File: src/rtl/bpc_pkg.sv
package bpc_pkg;

  // Source of the next program counter value, chosen by priority
  typedef enum logic [2:0] {
    SRC_HOLD = 3'd0,
    SRC_INC  = 3'd1,
    SRC_PAGE = 3'd2,
    SRC_JUMP = 3'd3,
    SRC_LOAD = 3'd4
  } pc_src_e;

endpackage

File: src/rtl/bpc_arb.sv
module bpc_arb
  import bpc_pkg::*;
(
  input  logic    inc_en,
  input  logic    jmp_en,
  input  logic    page_en,
  input  logic    ld_en,
  output pc_src_e src
);

  // Fixed priority: return load, jump, page-local, increment
  always_comb begin
    if (ld_en)        src = SRC_LOAD;
    else if (jmp_en)  src = SRC_JUMP;
    else if (page_en) src = SRC_PAGE;
    else if (inc_en)  src = SRC_INC;
    else              src = SRC_HOLD;
  end

endmodule

File: src/rtl/bpc_next.sv
module bpc_next
  import bpc_pkg::*;
#(
  parameter int AW = 12,
  parameter int LW = 8,
  parameter int HW = 3
) (
  input  pc_src_e         src,
  input  logic [AW-1:0]   pc_q,
  input  logic [AW-1:0]   ld_addr,
  input  logic [LW-1:0]   opnd_lo,
  input  logic [HW-1:0]   opnd_hi,
  input  logic            bank_q,
  input  logic            isr_q,
  output logic [AW-1:0]   pc_d
);

  localparam int IW = AW - 1;   // width of the wrapping window
  localparam int UW = AW - LW;  // width of the page number

  logic [IW-1:0] win_inc;
  logic          top_bit;
  logic [AW-1:0] jump_tgt;
  logic [AW-1:0] page_tgt;

  always_comb begin
    win_inc  = pc_q[IW-1:0] + {{(IW-1){1'b0}}, 1'b1};
    // the bank bit is held low inside a service routine
    top_bit  = bank_q & ~isr_q;
    jump_tgt = {top_bit, opnd_hi, opnd_lo};
    page_tgt = {pc_q[AW-1 -: UW], opnd_lo};
    case (src)
      SRC_LOAD: pc_d = ld_addr;
      SRC_JUMP: pc_d = jump_tgt;
      SRC_PAGE: pc_d = page_tgt;
      SRC_INC:  pc_d = {pc_q[AW-1], win_inc};
      default:  pc_d = pc_q;
    endcase
  end

endmodule

File: src/rtl/bpc_mode.sv
module bpc_mode (
  input  logic clk,
  input  logic rst_i_n,
  input  logic bank0_sel,
  input  logic bank1_sel,
  input  logic isr_enter,
  input  logic isr_exit,
  output logic bank_q,
  output logic isr_q
);

  logic bank_d, bank_we;
  logic isr_d, isr_we;

  always_comb begin
    bank_we = bank0_sel | bank1_sel;
    bank_d  = bank1_sel;
    isr_we  = isr_enter | isr_exit;
    isr_d   = isr_enter;
  end

  always_ff @(posedge clk or negedge rst_i_n) begin
    if (!rst_i_n) begin
      bank_q <= 1'b0;
      isr_q  <= 1'b0;
    end else begin
      if (bank_we) bank_q <= bank_d;
      if (isr_we)  isr_q  <= isr_d;
    end
  end


  bank_set_chk: assert property (@(posedge clk) disable iff (!rst_i_n)
    bank1_sel |=> bank_q);


  bank_clr_chk: assert property (@(posedge clk) disable iff (!rst_i_n)
    (bank0_sel && !bank1_sel) |=> !bank_q);


  isr_flag_chk: assert property (@(posedge clk) disable iff (!rst_i_n)
    (isr_exit && !isr_enter) |=> !isr_q);


  isr_keep_chk: assert property (@(posedge clk) disable iff (!rst_i_n)
    (!isr_exit && !isr_enter) |=> $stable(isr_q));

endmodule

File: src/rtl/bpc_tbl.sv
module bpc_tbl #(
  parameter int AW = 12,
  parameter int LW = 8,
  parameter logic [AW-LW-1:0] TBL_PAGE = 'h3
) (
  input  logic          clk,
  input  logic          rst_i_n,
  input  logic          tbl_en,
  input  logic [LW-1:0] opnd_lo,
  output logic [AW-1:0] tbl_q
);

  logic [AW-1:0] tbl_d;

  always_comb tbl_d = {TBL_PAGE, opnd_lo};

  always_ff @(posedge clk or negedge rst_i_n) begin
    if (!rst_i_n)    tbl_q <= '0;
    else if (tbl_en) tbl_q <= tbl_d;
  end


  tbl_form_chk: assert property (@(posedge clk) disable iff (!rst_i_n)
    tbl_en |=> (tbl_q[AW-1:LW] == TBL_PAGE) && (tbl_q[LW-1:0] == $past(opnd_lo)));


  tbl_hold_chk: assert property (@(posedge clk) disable iff (!rst_i_n)
    !tbl_en |=> $stable(tbl_q));

endmodule

File: src/rtl/bpc_unit.sv
module bpc_unit
  import bpc_pkg::*;
#(
  parameter int AW = 12,
  parameter int LW = 8,
  parameter int HW = 3,
  parameter logic [AW-LW-1:0] TBL_PAGE = 'h3
) (
  input  logic          clk,
  input  logic          rst_n,
  input  logic          inc_en,
  input  logic          jmp_en,
  input  logic          page_en,
  input  logic          tbl_en,
  input  logic          ld_en,
  input  logic [AW-1:0] ld_addr,
  input  logic [LW-1:0] opnd_lo,
  input  logic [HW-1:0] opnd_hi,
  input  logic          bank0_sel,
  input  logic          bank1_sel,
  input  logic          isr_enter,
  input  logic          isr_exit,
  output logic [AW-1:0] fetch_addr,
  output logic [AW-1:0] tbl_addr,
  output logic          mem_bank,
  output logic          in_isr
);

  localparam int IW = AW - 1;

  logic [1:0]    rst_sync;
  logic          rst_i_n;
  pc_src_e       src;
  logic [AW-1:0] pc_q, pc_d;
  logic          pc_we;
  logic          bank_q, isr_q;

  // asynchronous assert, synchronous release
  always_ff @(posedge clk or negedge rst_n) begin
    if (!rst_n) rst_sync <= 2'b00;
    else        rst_sync <= {rst_sync[0], 1'b1};
  end
  assign rst_i_n = rst_sync[1];

  bpc_arb u_arb (
    .inc_en  (inc_en),
    .jmp_en  (jmp_en),
    .page_en (page_en),
    .ld_en   (ld_en),
    .src     (src)
  );

  bpc_next #(.AW(AW), .LW(LW), .HW(HW)) u_next (
    .src     (src),
    .pc_q    (pc_q),
    .ld_addr (ld_addr),
    .opnd_lo (opnd_lo),
    .opnd_hi (opnd_hi),
    .bank_q  (bank_q),
    .isr_q   (isr_q),
    .pc_d    (pc_d)
  );

  bpc_mode u_mode (
    .clk       (clk),
    .rst_i_n   (rst_i_n),
    .bank0_sel (bank0_sel),
    .bank1_sel (bank1_sel),
    .isr_enter (isr_enter),
    .isr_exit  (isr_exit),
    .bank_q    (bank_q),
    .isr_q     (isr_q)
  );

  bpc_tbl #(.AW(AW), .LW(LW), .TBL_PAGE(TBL_PAGE)) u_tbl (
    .clk     (clk),
    .rst_i_n (rst_i_n),
    .tbl_en  (tbl_en),
    .opnd_lo (opnd_lo),
    .tbl_q   (tbl_addr)
  );

  always_comb pc_we = (src != SRC_HOLD);

  always_ff @(posedge clk or negedge rst_i_n) begin
    if (!rst_i_n)   pc_q <= '0;
    else if (pc_we) pc_q <= pc_d;
  end

  assign fetch_addr = pc_q;
  assign mem_bank   = bank_q;
  assign in_isr     = isr_q;


  load_chk: assert property (@(posedge clk) disable iff (!rst_i_n)
    ld_en |=> fetch_addr == $past(ld_addr));


  jump_chk: assert property (@(posedge clk) disable iff (!rst_i_n)
    (jmp_en && !ld_en && !in_isr) |=>
      fetch_addr == {$past(mem_bank), $past(opnd_hi), $past(opnd_lo)});


  isr_jump_chk: assert property (@(posedge clk) disable iff (!rst_i_n)
    (jmp_en && !ld_en && in_isr) |=> !fetch_addr[AW-1]);


  page_chk: assert property (@(posedge clk) disable iff (!rst_i_n)
    (page_en && !ld_en && !jmp_en) |=>
      (fetch_addr[AW-1:LW] == $past(fetch_addr[AW-1:LW])) &&
      (fetch_addr[LW-1:0] == $past(opnd_lo)));


  inc_chk: assert property (@(posedge clk) disable iff (!rst_i_n)
    (inc_en && !ld_en && !jmp_en && !page_en) |=>
      (fetch_addr[IW-1:0] == $past(fetch_addr[IW-1:0]) + 1'b1) &&
      (fetch_addr[AW-1] == $past(fetch_addr[AW-1])));


  hold_chk: assert property (@(posedge clk) disable iff (!rst_i_n)
    (!inc_en && !ld_en && !jmp_en && !page_en) |=> $stable(fetch_addr));

endmodule

File: config.mk
export PLATFORM = sky130hd
export DESIGN_NAME = bpc_unit
export DESIGN_NICKNAME = d
export VERILOG_FILES = /design/src/rtl/bpc_pkg.sv /design/src/rtl/bpc_arb.sv /design/src/rtl/bpc_next.sv /design/src/rtl/bpc_mode.sv /design/src/rtl/bpc_tbl.sv /design/src/rtl/bpc_unit.sv
export SDC_FILE = /design/constraint.sdc
export NUM_CORES = 1
export LEC_CHECK = 0
export ABC_AREA = 1
export ABC_CLOCK_PERIOD_IN_PS = 800
export BUFFER_PORTS_ARGS = -buffer_cell sky130_fd_sc_hd__clkbuf_2
export CAP_MARGIN = 10
export CELL_PAD_IN_SITES_DETAIL_PLACEMENT = 0
export CELL_PAD_IN_SITES_GLOBAL_PLACEMENT = 2
export CORE_UTILIZATION = 23
export CTS_CLUSTER_SIZE = 20
export DETAILED_ROUTE_END_ITERATION = 16
export PLACE_DENSITY = 0.86
export SETUP_SLACK_MARGIN = 0.02
export SYNTH_ARGS = -nofsm -noshare
export SYNTH_HDL_FRONTEND = slang
export SYNTH_HIERARCHICAL = 1
export SYNTH_SLANG_ARGS = --single-unit
File: constraint.sdc
create_clock -name clk -period 0.8 [get_ports clk]
set_clock_uncertainty 0.05 [all_clocks]
set_input_delay 0.08 -clock clk [delete_from_list [all_inputs] [get_ports clk]]
set_output_delay 0.08 -clock clk [all_outputs]
set_load 0.02 [all_outputs]
# Word level (Yosys, flattened, before mapping)
# Cells that the tools add are included.
dict set report classes {
  bitwise 6
  eq_ne 4
  n_mux 5
  add_sub_neg 1
  reduce_logical 7
}
# cell count
set op_table {}
lappend op_table {{12-bit case mux with 4 select lines} 1}
lappend op_table {{11-bit by 1-bit adder with 11-bit output (second input constant)} 1}
lappend op_table {{3-bit two-way mux} 3}
lappend op_table {{3-bit by 2-bit == test with 1-bit output (second input constant)} 2}
lappend op_table {{3-bit nonzero test} 2}
lappend op_table {{4-bit AND reduction} 1}
lappend op_table {{4-bit nonzero test} 1}
lappend op_table {{3-bit by 1-bit == test with 1-bit output (second input constant)} 1}
lappend op_table {{3-bit == test (second input constant)} 1}
lappend op_table {{1-bit NOT} 3}
lappend op_table {{3-bit AND reduction} 1}
lappend op_table {{1-bit OR} 2}
lappend op_table {{2-bit AND reduction} 1}
lappend op_table {{2-bit nonzero test} 1}
lappend op_table {{1-bit bitwise AND} 1}
lappend op_table {{1-bit two-way mux} 1}
dict set report word_totals {
  in_bits 34
  output_inout_bits 26
  ff_bits 25
}

# Depth between registers and ports, before layout
# Gate-level depths: netlist of run 1.
dict set report logic_depth {
  depth_word 7
  mapped_depth 12
  depth_no_buf 12
}

# Cells and area by module
# Netlist of run 1, hierarchy kept.
# mod n_inst cells_per_inst seq_area_each_um2 area_per_inst_um2
set modules_own_cells {}
lappend modules_own_cells {bpc_next 1 138 0.0 644.4}
lappend modules_own_cells {bpc_unit 1 57 350.3 549.3}
lappend modules_own_cells {bpc_tbl 1 40 225.2 362.8}
lappend modules_own_cells {bpc_mode 1 10 50.0 80.1}
lappend modules_own_cells {bpc_arb 1 6 0.0 35.0}

# Least setup slack after synthesis of run 1
# OpenSTA, ideal clock, no wires.
dict set report synth_path {
  path_type {register -> register}
  startpoint {register pc_q[0], in the netlist fetch_addr[0]}
  endpoint {register pc_q[8], in the netlist fetch_addr[8]}
  required_ps 633
  period_less_slack_ps 1539
  stages_incl_launch_ff 9
  slack_ps -739
  t_arrival_ps 1371
  cell_sequence {dfrtp_1 > ha_1 > nand3_1 > nor2_1 > nand3_1 > nand3_1 > nand3b_1 > nand2_1 > nand2_1}
}
dict set report synth_via {
  elab_chain_len 2
}
# element line
set synth_lines {}
lappend synth_lines {{start: declaration} bpc_unit.sv:34} ;# logic [AW-1:0] pc_q, pc_d;
lappend synth_lines {{start signal: assignment} bpc_unit.sv:87} ;# else if (pc_we) pc_q <= pc_d;
lappend synth_lines {{11-bit by 1-bit adder with 11-bit output} bpc_next.sv:27} ;# win_inc = pc_q[IW-1:0] + {{(IW-1){1'b0}}, 1'b1};
lappend synth_lines {{12-bit case mux with 4 select lines} bpc_next.sv:32} ;# case (src)
lappend synth_lines {{net pc_d[8]} bpc_unit.sv:34}
# The timed path passes the listed nets, and every way through them passes these cells.
# A chain may end at the register's enable or synchronous reset.

# Final worst setup path of run 1
dict set report layout_path {
  startpoint {register pc_q[1], in the netlist fetch_addr[1]}
  endpoint {register pc_q[8], in the netlist fetch_addr[8]}
}
# Same word-level chain as after synthesis.

==> results of run 1 <==
cell families after synthesis:
logic type | after synthesis | synth area share, %
AND/OR/NAND/NOR | 173 | 45.7
buffers and inverters | 38 | 11.2
flip-flops | 25 | 37.4
AO/OA/AOI/OAI | 12 | 4.49
other | 2 | 0.449
adder cells (fa/ha/maj) | 1 | 0.748
worst register-to-register path, delay by kind of cell (launching register included):
family	cells	cell delay, ns
adder cells (fa/ha/maj)	1	0.17
flip-flops	1	0.43
AND/OR/NAND/NOR	7	0.61
registers in the layout (all words and copies together), names as in the netlist:
signal / cells
fetch_addr: 12
u_tbl/tbl_q: 9
rst_sync: 2
u_mode/bank_q: 1
u_mode/isr_q: 1
cell usage in the layout (no fill, tap or decap), drive strengths merged:
| cell | synthesis | final |
|---|---|---|
| a21oi | 7 | 7 |
| buf | 10 | 71 |
| clkbuf | 1 | 40 |
| clkinvlp | 0 | 1 |
| conb | 2 | 3 |
| dfrtp | 25 | 25 |
| dlygate4sd3 | 0 | 11 |
| ha | 1 | 1 |
| inv | 27 | 27 |
| nand2 | 103 | 103 |
| nand3 | 40 | 40 |
| nand3b | 3 | 3 |
| nand4 | 6 | 6 |
| nor2 | 19 | 19 |
| nor3b | 1 | 1 |
| o2111ai | 1 | 1 |
| o21ai | 4 | 4 |
| or2 | 1 | 1 |
power breakdown:
part / leakage (nW) / switching (mW) / internal (mW)
Sequential: 0.291 / 0.229 / 1.47
Clock: 0.0261 / 0.485 / 0.367
Combinational: 1.26 / 1.26 / 1.46
Total: 1.58 / 1.98 / 3.30
layer usage:
metal	global-route usage [%]	up-vias	share of wire, %
li1	-	1015	-
met1	22.1	947	47
met2	26.5	59	47
met3	2.18	9	3.9
met4	5.22	0	1.3
met5	0	-	0
metrics by stage:
step	instance area (um2)	util [%]	hold WS, ns	power [mW]	std cells
detailed placement	2380	34.5	-0.178	3.55	428
finish	3110	45.0	0.0113	5.28	460
CTS	2950	42.7	0.00638	5.09	458
global placement	2380	34.5	-0.183	3.54	428
global route	3110	45.0	0.00973	5.60	460
floorplan	1780	-	-0.266	2.69	252
layout make-up:
| cell class | count | area, um2 | share of cell area [%] |
|---|---|---|---|
| sequential | 25 | 637 | 20.5 |
| inverter | 27 | 126 | 4.06 |
| tap | 96 | 120 | 3.86 |
| clock inverter | 1 | 8.76 | 0.282 |
| multi-input combinational | 189 | 1040 | 33.4 |
| timing repair buffer | 119 | 1140 | 36.6 |
| clock buffer | 3 | 41.3 | 1.33 |
how the worst min path moves through the flow:
stage                                  to  cells past startpoint       start  slack, ns
6_report       u_tbl/tbl_q[7]$_DFFE_PN0P_                      3  opnd_lo[7]       0.01
5_1_grt        u_tbl/tbl_q[7]$_DFFE_PN0P_                      3  opnd_lo[7]       0.01
4_1_cts        u_tbl/tbl_q[7]$_DFFE_PN0P_                      3  opnd_lo[7]      0.006
3_5_place_dp        rst_sync[0]$_DFF_PN0_                      1       rst_n      -0.18
3_3_place_gp        rst_sync[0]$_DFF_PN0_                      1       rst_n      -0.18
2_1_floorplan       rst_sync[0]$_DFF_PN0_                      0       rst_n      -0.27
timing repair:
item	in CTS	in global routing
resized for setup	66	60
hold endpoints to repair	10	0
pin swaps	9	11
setup buffers	15	6
setup endpoints to repair	37	41
hold buffers	11	0
==> results.txt, run 1 <==
- Run status: finished with violations
- Violated checks: negative setup slack
- Layout net count: 400
- DR pass1 iterations: 4
- In this run the number of H-tree levels came out at 1.
- Number of flops mapped to enable cells by yosys: 0
* Routability cong.: 0.795
* Pwr dens: 1700 nW/um2
* FP Rows: 30
- In this run the horizontal extent of the chip is 87.3 um.
- Max-slew violation count: 0
* GRT Overall Usage: 16.2%
- R2R Path Start: fetch_addr[1]$_DFFE_PN0P_
* Area of the mapped netlist: 1670 um2
* Clock Path Buffers: 2
- Type of the worst min-delay path: input pin to register
* Effective utilization at floorplan: 24.2%
* Clock buffer count from CTS: 3
- Clk sink count: 25
- Worst path bufs/invs: 0
- For this run, the slowest stage of the critical path takes 0.43 ns.
- Buffers placed on the I/O ports in this run total 57.
- Via count of the first global-routing pass: 1985
- The root buffer cell chosen for the clock tree is clkbuf_8.
* Global-route congestion overflow total: 0
- Termination of the worst setup path: fetch_addr[8]$_DFFE_PN0P_
- Number of hold-slack violations in the final timing report: 0
* Top cells by area, synth: dfrtp_1 (37%), nand2_1 (22%), nand3_1 (11%)
- FFs w/ async S/R, synth: 100%
* Setup TNS Final: -11.41 ns
* Cell class contributing the biggest share of worst-path delay: simple AND/OR/NAND/NOR gates
* Post-route antenna net violation count: 0
* Top post-synthesis cells by count: nand2_1 (100), nand3_1 (38), dfrtp_1 (25), inv_1 (24), nor2_1 (17)
* Critical Path Fanout Max: 5
* First element of the critical path: fetch_addr[1]$_DFFE_PN0P_
* Most common cell in the synthesized netlist: nand2_1
* Slowest cell on the critical path: dfrtp_2
* Count of max-cap constraint violations: 0
- Core Region: 6910 um2
- Count of routing violations after the opening detailed-route iteration: 106
* Share of Yosys cell area claimed by the top area cell type: 37.4%
- The routed design has 5900 um of wire.
* Antenna Cells: 0
- Once detailed placement completed, the half-perimeter wirelength came to 4150 um.
- The most used flip-flop cell after synthesis is dfrtp_1.
- For this design the top-level I/O count stands at 60.
- Average vias per placed instance: 4.41
- Pre-CTS setup slack: -0.820 ns
* Crit-path cells: ha_4, nand3_4, nor2_4, nand3_1, nand3_1, nand3b_1, nand2_1, nand2_1
- Worst setup margin: -0.562 ns
- CP endpoint kind: register
- The worst register-to-register path has a depth of 8.
* RR Endpoint: fetch_addr[8]$_DFFE_PN0P_
* Floorplan die area: 7610 um2
* Final worst path period need: 1.36 ns
- Largest net degree at the start of global routing: 24
* Crit path depth: 8
- Number of different library cells in the post-synthesis netlist: 24
* Number of vias in the routed layout: 2030
- Worst voltage drop across the vdd grid: 0.000727 V
* Filler cells: 743
- Of the synthesized area, sequential elements account for 37.4%.
* Mean post-synth cell area: 6.66 um2
* Worst Setup Start Kind: register
- Synthesis-to-finish area growth: 86.0%
* Fraction of layout cells with a size suffix above 1: 45.3%
- Count of warnings emitted by yosys: 6
* Insertion delay of the later-clocked pin in the worst-skew pair: 0.28 ns
* DRC violation count after routing: 0
- Initial antenna violation count: 0
- Setup violations remaining at the end of the flow were counted as 36.
- Die boundary height: 87.3 um
- STA puts the critical path data required time at 0.94 ns.
- The setup check on the worst reg-to-reg path leaves a slack of -0.56 ns.
- Fmax: 734 MHz
- Clock transition time at the flip-flop clock pins of the worst setup and hold paths: 0.11 ns
* Cell taking the most area after synthesis: dfrtp_1
- Synth Instances: 251
- The critical path is of the register to register type.
- The worst path uses 170% of the clock period.
- The first global-routing pass estimated 9510 um of wire.
- TritonCTS built the clock tree.
* Critical path arrival: 1.50 ns
- Setup repair after global routing could not meet its margin everywhere.
- Dividing the detail-routed wire length by the instance count gives 12.8 um.
* Static Leakage: 1.58 nW
- Synthesis inferred 25 register bits.
No activity file was read; power rests on OpenSTA's default activity.
==> run 2: changes to the inputs <==
- HOLD_SLACK_MARGIN: not set -> 0.1
==> results.txt, run 2 (synthesized netlist as in run 1, its figures left out) <==
- Clock transition time at the flip-flop clock pins of the worst setup and hold paths: 0.11 ns (about the same)
- Violated checks: negative setup slack (unchanged).
- Number of flip-flops under the largest register name: 12 (unchanged)
- The total clock sinks was 25 (unchanged).
- The maximum count of clock buffers along a single path came to 2 (unchanged).
- The internal reg-to-reg setup slack is -0.56 ns (about the same).
- Worst Setup Start Kind: register (unchanged)
* Average vias per placed instance: 4.39 (was 4.41)
- The total number of vias was 2027 (was 2030).
- The number of maximum-capacitance violations was 0 (unchanged).
- The first-pass iteration count of the detailed router was 4 (unchanged).
- GRT Overall Usage: 16.2% (about the same)
* Detail Placement HPWL: 4150 um (unchanged)
* DRT Wirelength: 5900 um (about the same)
- Pre-CTS setup slack: -0.820 ns (unchanged)
- The wire length per cell after detailed routing came to 12.8 um (about the same).
- The leading cell type in the layout, fill and taps excluded is nand2_1 (unchanged).
* Count of routing violations after the opening detailed-route iteration: 107 (was 106)
- The final setup violation count came to 36 (unchanged).
- RR Endpoint: fetch_addr[8]$_DFFE_PN0P_ (unchanged)
- The number of remaining DRC errors was 0 (unchanged).
- Global-route congestion overflow total: 0 (unchanged)
* R2R Path Start: fetch_addr[1]$_DFFE_PN0P_ (unchanged)
- Floorplan die area: 7610 um2 (unchanged)
- The number of hold buffers added after CTS came to 13 (was 11).
- Clock Tree Root: clkbuf_8 (unchanged)
- The layout net count came to 402 (was 400).
* Run status: finished with violations (unchanged)
* I/O pin cnt: 60 (unchanged)
- Critical path arrival: 1.51 ns (was 1.50 ns)
- Path depth of the worst reg2reg path: 8 (unchanged)
- The standard cell core area was 6910 um2 (unchanged).
- The number of antenna repair diodes came to 0 (unchanged).
* Clock buffer count from CTS: 3 (unchanged)
* Via count of the first global-routing pass: 1975 (was 1985)
- The minimum setup slack in the final design was -0.564 ns (was -0.562 ns).
* Effective utilization at floorplan: 24.2% (unchanged)
* Die boundary height: 87.3 um (unchanged)
- Critical Path Fanout Max: 5 (unchanged)
- The class of the tightest hold or removal check was input pin to async pin (was input pin to register).
* Pwr dens: 1690 nW/um2 (was 1700 nW/um2)
- Unrepaired setup endpoints after global routing: yes (unchanged).
* Synthesis-to-finish area growth: 87.4% (was 86.0%)
* Insertion delay of the later-clocked pin in the worst-skew pair: 0.29 ns (was 0.28 ns)
- The global placer's final weighted congestion is 0.795 (unchanged).
* Static Leakage: 1.59 nW (was 1.58 nW)
* CP endpoint kind: register (unchanged)
* Max-slew violation count: 0 (unchanged)
- Fmax: 733 MHz (was 734 MHz)
* Number of buffers added on ports: 57 (unchanged)
* Post-route standard cell area excluding fillers: 3130 um2 (was 3110 um2)
* Critical path data required time: 0.94 ns (about the same)
- The die span in x is 87.3 um (unchanged).
- Placement Cell Area: 2380 um2 (unchanged)
- Final worst path period need: 1.36 ns (about the same)
* Commonest non-fill, non-tap cells in the layout: nand2_1 (88), nand3_1 (34), clkbuf_2 (31) (unchanged)
* Largest net degree at the start of global routing: 24 (unchanged)
- Post-route antenna net violation count: 0 (unchanged)
* Worst voltage drop across the vdd grid: 0.000730 V (was 0.000727 V)
- CTS tree: built (unchanged)
* Fraction of layout cells with a size suffix above 1: 45.1% (was 45.3%)
- Crit share post-route: 170% (about the same)
- The final count of hold timing violations was 0 (unchanged).
* Maximum level of the CTS H-tree: 1 (unchanged)
- The number of filler cells placed in the layout is 740 (was 743).
- The number of antenna violations at the first check in global routing was 0 (unchanged).
- Global-route wire length before repair: 9500 um (was 9510 um)
- The standard-cell row count was 30 (unchanged).
- Critical setup path kind: register to register (unchanged)
- Setup TNS Final: -11.45 ns (was -11.41 ns)
run 2: cell types whose count changed in the layout (fill, tap and decap cells not counted), sizes merged:
cell,previous run,this run
dlymetal6s4s,0,1
dlygate4sd3,11,12
run 2: through the flow:
stage               hold WS (ns)  utilization [%]  power (mW)  std cells
finish                    0.0537             45.3        5.30        462
global route              0.0712             45.3        5.61        462
CTS                       0.0461             43.0        5.10        460
detailed placement        -0.178             34.5        3.55        428
global placement          -0.183             34.5        3.54        428
floorplan                 -0.266                -        2.69        252
run 2: worst max-delay path, stage by stage (launching register included):
cell      delay (ns)
dfrtp_2         0.43
ha_4            0.17
nand3_4         0.09
nor2_4          0.14
nand3_1         0.10
nand3_1         0.09
nand3b_1        0.08
nand2_1         0.07
nand2_1         0.04
run 2: worst max-delay path by stage:
| stage | startpoint | end | slack (ns) | cells past startpoint |
|---|---|---|---|---|
| after floorplan | fetch_addr[0]$_DFFE_PN0P_ | fetch_addr[8]$_DFFE_PN0P_ | -0.55 | 8 |
| final | fetch_addr[1]$_DFFE_PN0P_ | fetch_addr[8]$_DFFE_PN0P_ | -0.56 | 8 |
| after global routing | fetch_addr[1]$_DFFE_PN0P_ | fetch_addr[4]$_DFFE_PN0P_ | -0.65 | 10 |
| after detailed placement | page_en | fetch_addr[10]$_DFFE_PN0P_ | -0.82 | 12 |
| after CTS | fetch_addr[0]$_DFFE_PN0P_ | fetch_addr[10]$_DFFE_PN0P_ | -0.55 | 9 |
| after global placement | page_en | fetch_addr[2]$_DFFE_PN0P_ | -0.77 | 13 |
run 2: final cells by class:
class                   instances  area (um2)  area share (%)
repair buffers                121        1160            37.1
clock buffers                   3        41.3            1.32
multi-input cells             189        1040            33.1
inverters                      27         126            4.04
well taps                      96         120            3.84
flip-flops and latches         25         637            20.3
clock inverters                 1        8.76           0.280
run 2: timing repair:
| item | in CTS | in global routing |
|---|---|---|
| setup buffers | 15 | 6 |
| pin swaps | 9 | 11 |
| setup endpoints to repair | 37 | 42 |
| resized for setup | 66 | 61 |
| hold endpoints to repair | 16 | 4 |
run 2: report_power, final:
group | internal [mW] | switching (mW) | total (mW) | leakage, nW
registers | 1.47 | 0.232 | 1.70 | 0.291
logic | 1.47 | 1.26 | 2.73 | 1.28
clock network | 0.367 | 0.494 | 0.861 | 0.0261
total | 3.31 | 1.99 | 5.30 | 1.59
run 2: metal layers:
layer  share of wire (%)  vias up  wire (um)  GRT usage, %
met5                   0        -          0             0
met4                 1.3        0         79          5.07
met3                 3.5        9        205          2.09
met2                  48       49       2810          26.4
met1                  47      949       2800          22.2
li1                    -     1020          -             -
==> run 3: changes to the inputs <==
- CORE_ASPECT_RATIO: not set -> 0.5
==> results.txt, run 3 (synthesized netlist as in run 1, its figures left out) <==
* Crit-path cells: ha_4, nand3_4, nor2_4, nand2_1, nand2_1, nand3_2, a21oi_2, nand2_1, nand2_1 (was ha_4, nand3_4, nor2_4, nand3_1, nand3_1, nand3b_1, nand2_1, nand2_1)
- The post-CTS clock slew at the launch and capture registers of the worst setup and hold paths is 0.07 ns (was 0.11 ns).
* Pwr dens: 1780 nW/um2 (was 1690 nW/um2)
- Number of hold-slack violations in the final timing report: 0 (unchanged)
* Number of flip-flops under the largest register name: 12 (unchanged)
- The maximum count of clock buffers along a single path was 2 (unchanged).
- The standard cell core area came to 6860 um2 (was 6910 um2).
- CP endpoint kind: register (unchanged)
- The arrival time of the worst setup path was 1.49 ns (was 1.51 ns).
- Detail-routed net length per standard cell: 12.7 um (was 12.8 um)
* Post-route antenna net violation count: 0 (unchanged)
* Cell class contributing the biggest share of worst-path delay: simple AND/OR/NAND/NOR gates (unchanged)
- The placed cell area came to 2340 um2 (was 2380 um2).
* Critical path data required time: 0.95 ns (was 0.94 ns)
- Global-route congestion overflow total: 0 (unchanged)
* Detail Placement HPWL: 4160 um (was 4150 um)
- The cell that appears most often on the critical path is nand2_1.
* Floorplan die area: 7630 um2 (was 7610 um2)
- Commonest non-fill, non-tap cells in the layout: nand2_1 (88), nand3_1 (32), clkbuf_2 (32), buf_4 (32), buf_6 (26) (was nand2_1 (88), nand3_1 (34), clkbuf_2 (31))
* Type of the worst min-delay path: input pin to async pin (unchanged)
* Worst path bufs/invs: 0 (unchanged)
- The number of remaining DRC errors is 0 (unchanged).
- Static Leakage: 1.57 nW (was 1.59 nW)
- Final worst path period need: 1.34 ns (was 1.36 ns)
- The number of I/O pins was 60 (unchanged).
* Effective utilization at floorplan: 24.4% (was 24.2%)
- Critical setup path kind: register to register (unchanged)
* Clk sink count: 25 (unchanged)
- Routability cong.: 0.839 (was 0.795)
- Count of max-cap constraint violations: 0 (unchanged)
- The number of DRC violations after detailed-routing iteration 0 was 117 (was 107).
- The fraction of final layout cells with drive strength greater than 1 was 45.6% (was 45.1%).
* Most frequent standard cell in the layout excluding fill and tap cells: nand2_1 (unchanged)
- Run status: finished with violations (unchanged).
- Unrepaired setup endpoints after global routing: yes (unchanged).
- Number of vias in the routed layout: 2017 (was 2027)
- The largest fanout on the critical path is 5 (unchanged).
* Initial antenna violation count: 0 (unchanged)
* Die Width: 123 um (was 87.3 um)
- DR pass1 iterations: 4 (unchanged)
- The highest ir drop seen on vdd is 0.000824 V (was 0.000730 V).
- The wire length of the first global-routing pass is 9380 um (was 9500 um).
* Synthesis-to-finish area growth: 85.9% (was 87.4%)
* Largest net degree at the start of global routing: 24 (unchanged)
* Clock buffer count from CTS: 3 (unchanged)
- Worst Setup Start Kind: register (unchanged)
* Setup violators final: 37 (was 36)
* Fmax: 746 MHz (was 733 MHz)
- Insertion delay of the later-clocked pin in the worst-skew pair: 0.26 ns (was 0.29 ns)
* Average vias per placed instance: 4.40 (was 4.39)
- Die boundary height: 62.3 um (was 87.3 um)
- Clock Tree Root: clkbuf_16 (was clkbuf_8)
- Via count of the first global-routing pass: 1938 (was 1975)
* Max-slew violation count: 0 (unchanged)
- FP Rows: 21 (was 30)
- The period utilization was 168% (was 170%).
- The clock tree from TritonCTS is built (unchanged).
- The maximum single-stage delay on the critical path was 0.39 ns (was 0.43 ns).
- The summed area of non-filler cells in the final layout came to 3110 um2 (was 3130 um2).
* Violated checks: negative setup slack (unchanged)
- The minimum setup slack in the final design is -0.541 ns (was -0.564 ns).
- The global-route usage over all layers was 15.6% (was 16.2%).
- Worst hold-check slack: 0.0783 ns (was 0.0537 ns)
* Maximum level of the CTS H-tree: 1 (unchanged)
* Number of buffers inserted for hold repair after clock tree synthesis: 13 (unchanged)
- The number of port buffers is 57 (unchanged).
- Layout net count: 402 (unchanged)
- Core occupancy in the finished layout: 45.3% (about the same)
* Antenna Cells: 0 (unchanged)
- The critical-path cell with the highest stage delay is dfrtp_2 (unchanged).
* DRT Wirelength: 5840 um (was 5900 um)
==> run 3: routing by layer <==
metal | track usage [%] | vias to the layer above | routed length [um]
met4 | 1.83 | 0 | 15
met3 | 2.57 | 2 | 190
met1 | 21.7 | 970 | 2920
met5 | 0 | - | 0
met2 | 25.8 | 27 | 2710
li1 | - | 1018 | -
==> run 3: area by class of cell <==
cell class	count	area (um2)
fill	675	3750
timing repair buffer	121	1100
multi-input combinational	189	1050
sequential	25	637
inverter	27	121
tap	92	115
clock buffer	3	75.1
clock inverter	1	5.00
==> run 3: repair_timing <==
| item | CTS | global route |
|---|---|---|
| setup buffers | 14 | 10 |
| pin swaps | 7 | 7 |
| endpoints found under the hold margin | 12 | 2 |
| endpoints found under the setup margin | 36 | 42 |
| resized for setup | 62 | 59 |
==> run 3: path summary, 6_finish.rpt <==
| path | from | endpoint | slack, ns | depth (start not counted) |
|---|---|---|---|---|
| worst min register to register | rst_sync[1]$_DFF_PN0_ | u_tbl/tbl_q[6]$_DFFE_PN0P_ | 0.15 | 1 |
| min in group clk | opnd_lo[4] | fetch_addr[4]$_DFFE_PN0P_ | 0.09 | 5 |
| worst max-delay path | fetch_addr[1]$_DFFE_PN0P_ | fetch_addr[10]$_DFFE_PN0P_ | -0.54 | 9 |
| worst max register to register | fetch_addr[1]$_DFFE_PN0P_ | fetch_addr[10]$_DFFE_PN0P_ | -0.54 | 9 |
| max in group asynchronous | rst_sync[1]$_DFF_PN0_ | fetch_addr[1]$_DFFE_PN0P_ | 0.38 | 1 |
| worst min-delay path | rst_n | rst_sync[1]$_DFF_PN0_ | 0.08 | 2 |
==> run 3: per-stage QoR <==
step / cells / setup WS [ns] / power, mW / setup TNS, ns
after CTS: 453 / -0.564 / 5.31 / -11.11
after detailed placement: 422 / -0.879 / 3.50 / -9.38
final: 458 / -0.541 / 5.53 / -10.66
after floorplan: 252 / -0.551 / 2.69 / -5.51
after global routing: 458 / -0.632 / 5.87 / -12.39
after global placement: 422 / -0.818 / 3.47 / -8.89
==> run 3: where the power goes <==
group | switching [mW] | total (mW) | leakage [nW] | internal, mW
clock network | 0.467 | 1.14 | 0.0409 | 0.674
registers | 0.206 | 1.68 | 0.291 | 1.47
logic | 1.28 | 2.70 | 1.24 | 1.42
total | 1.96 | 5.53 | 1.57 | 3.57
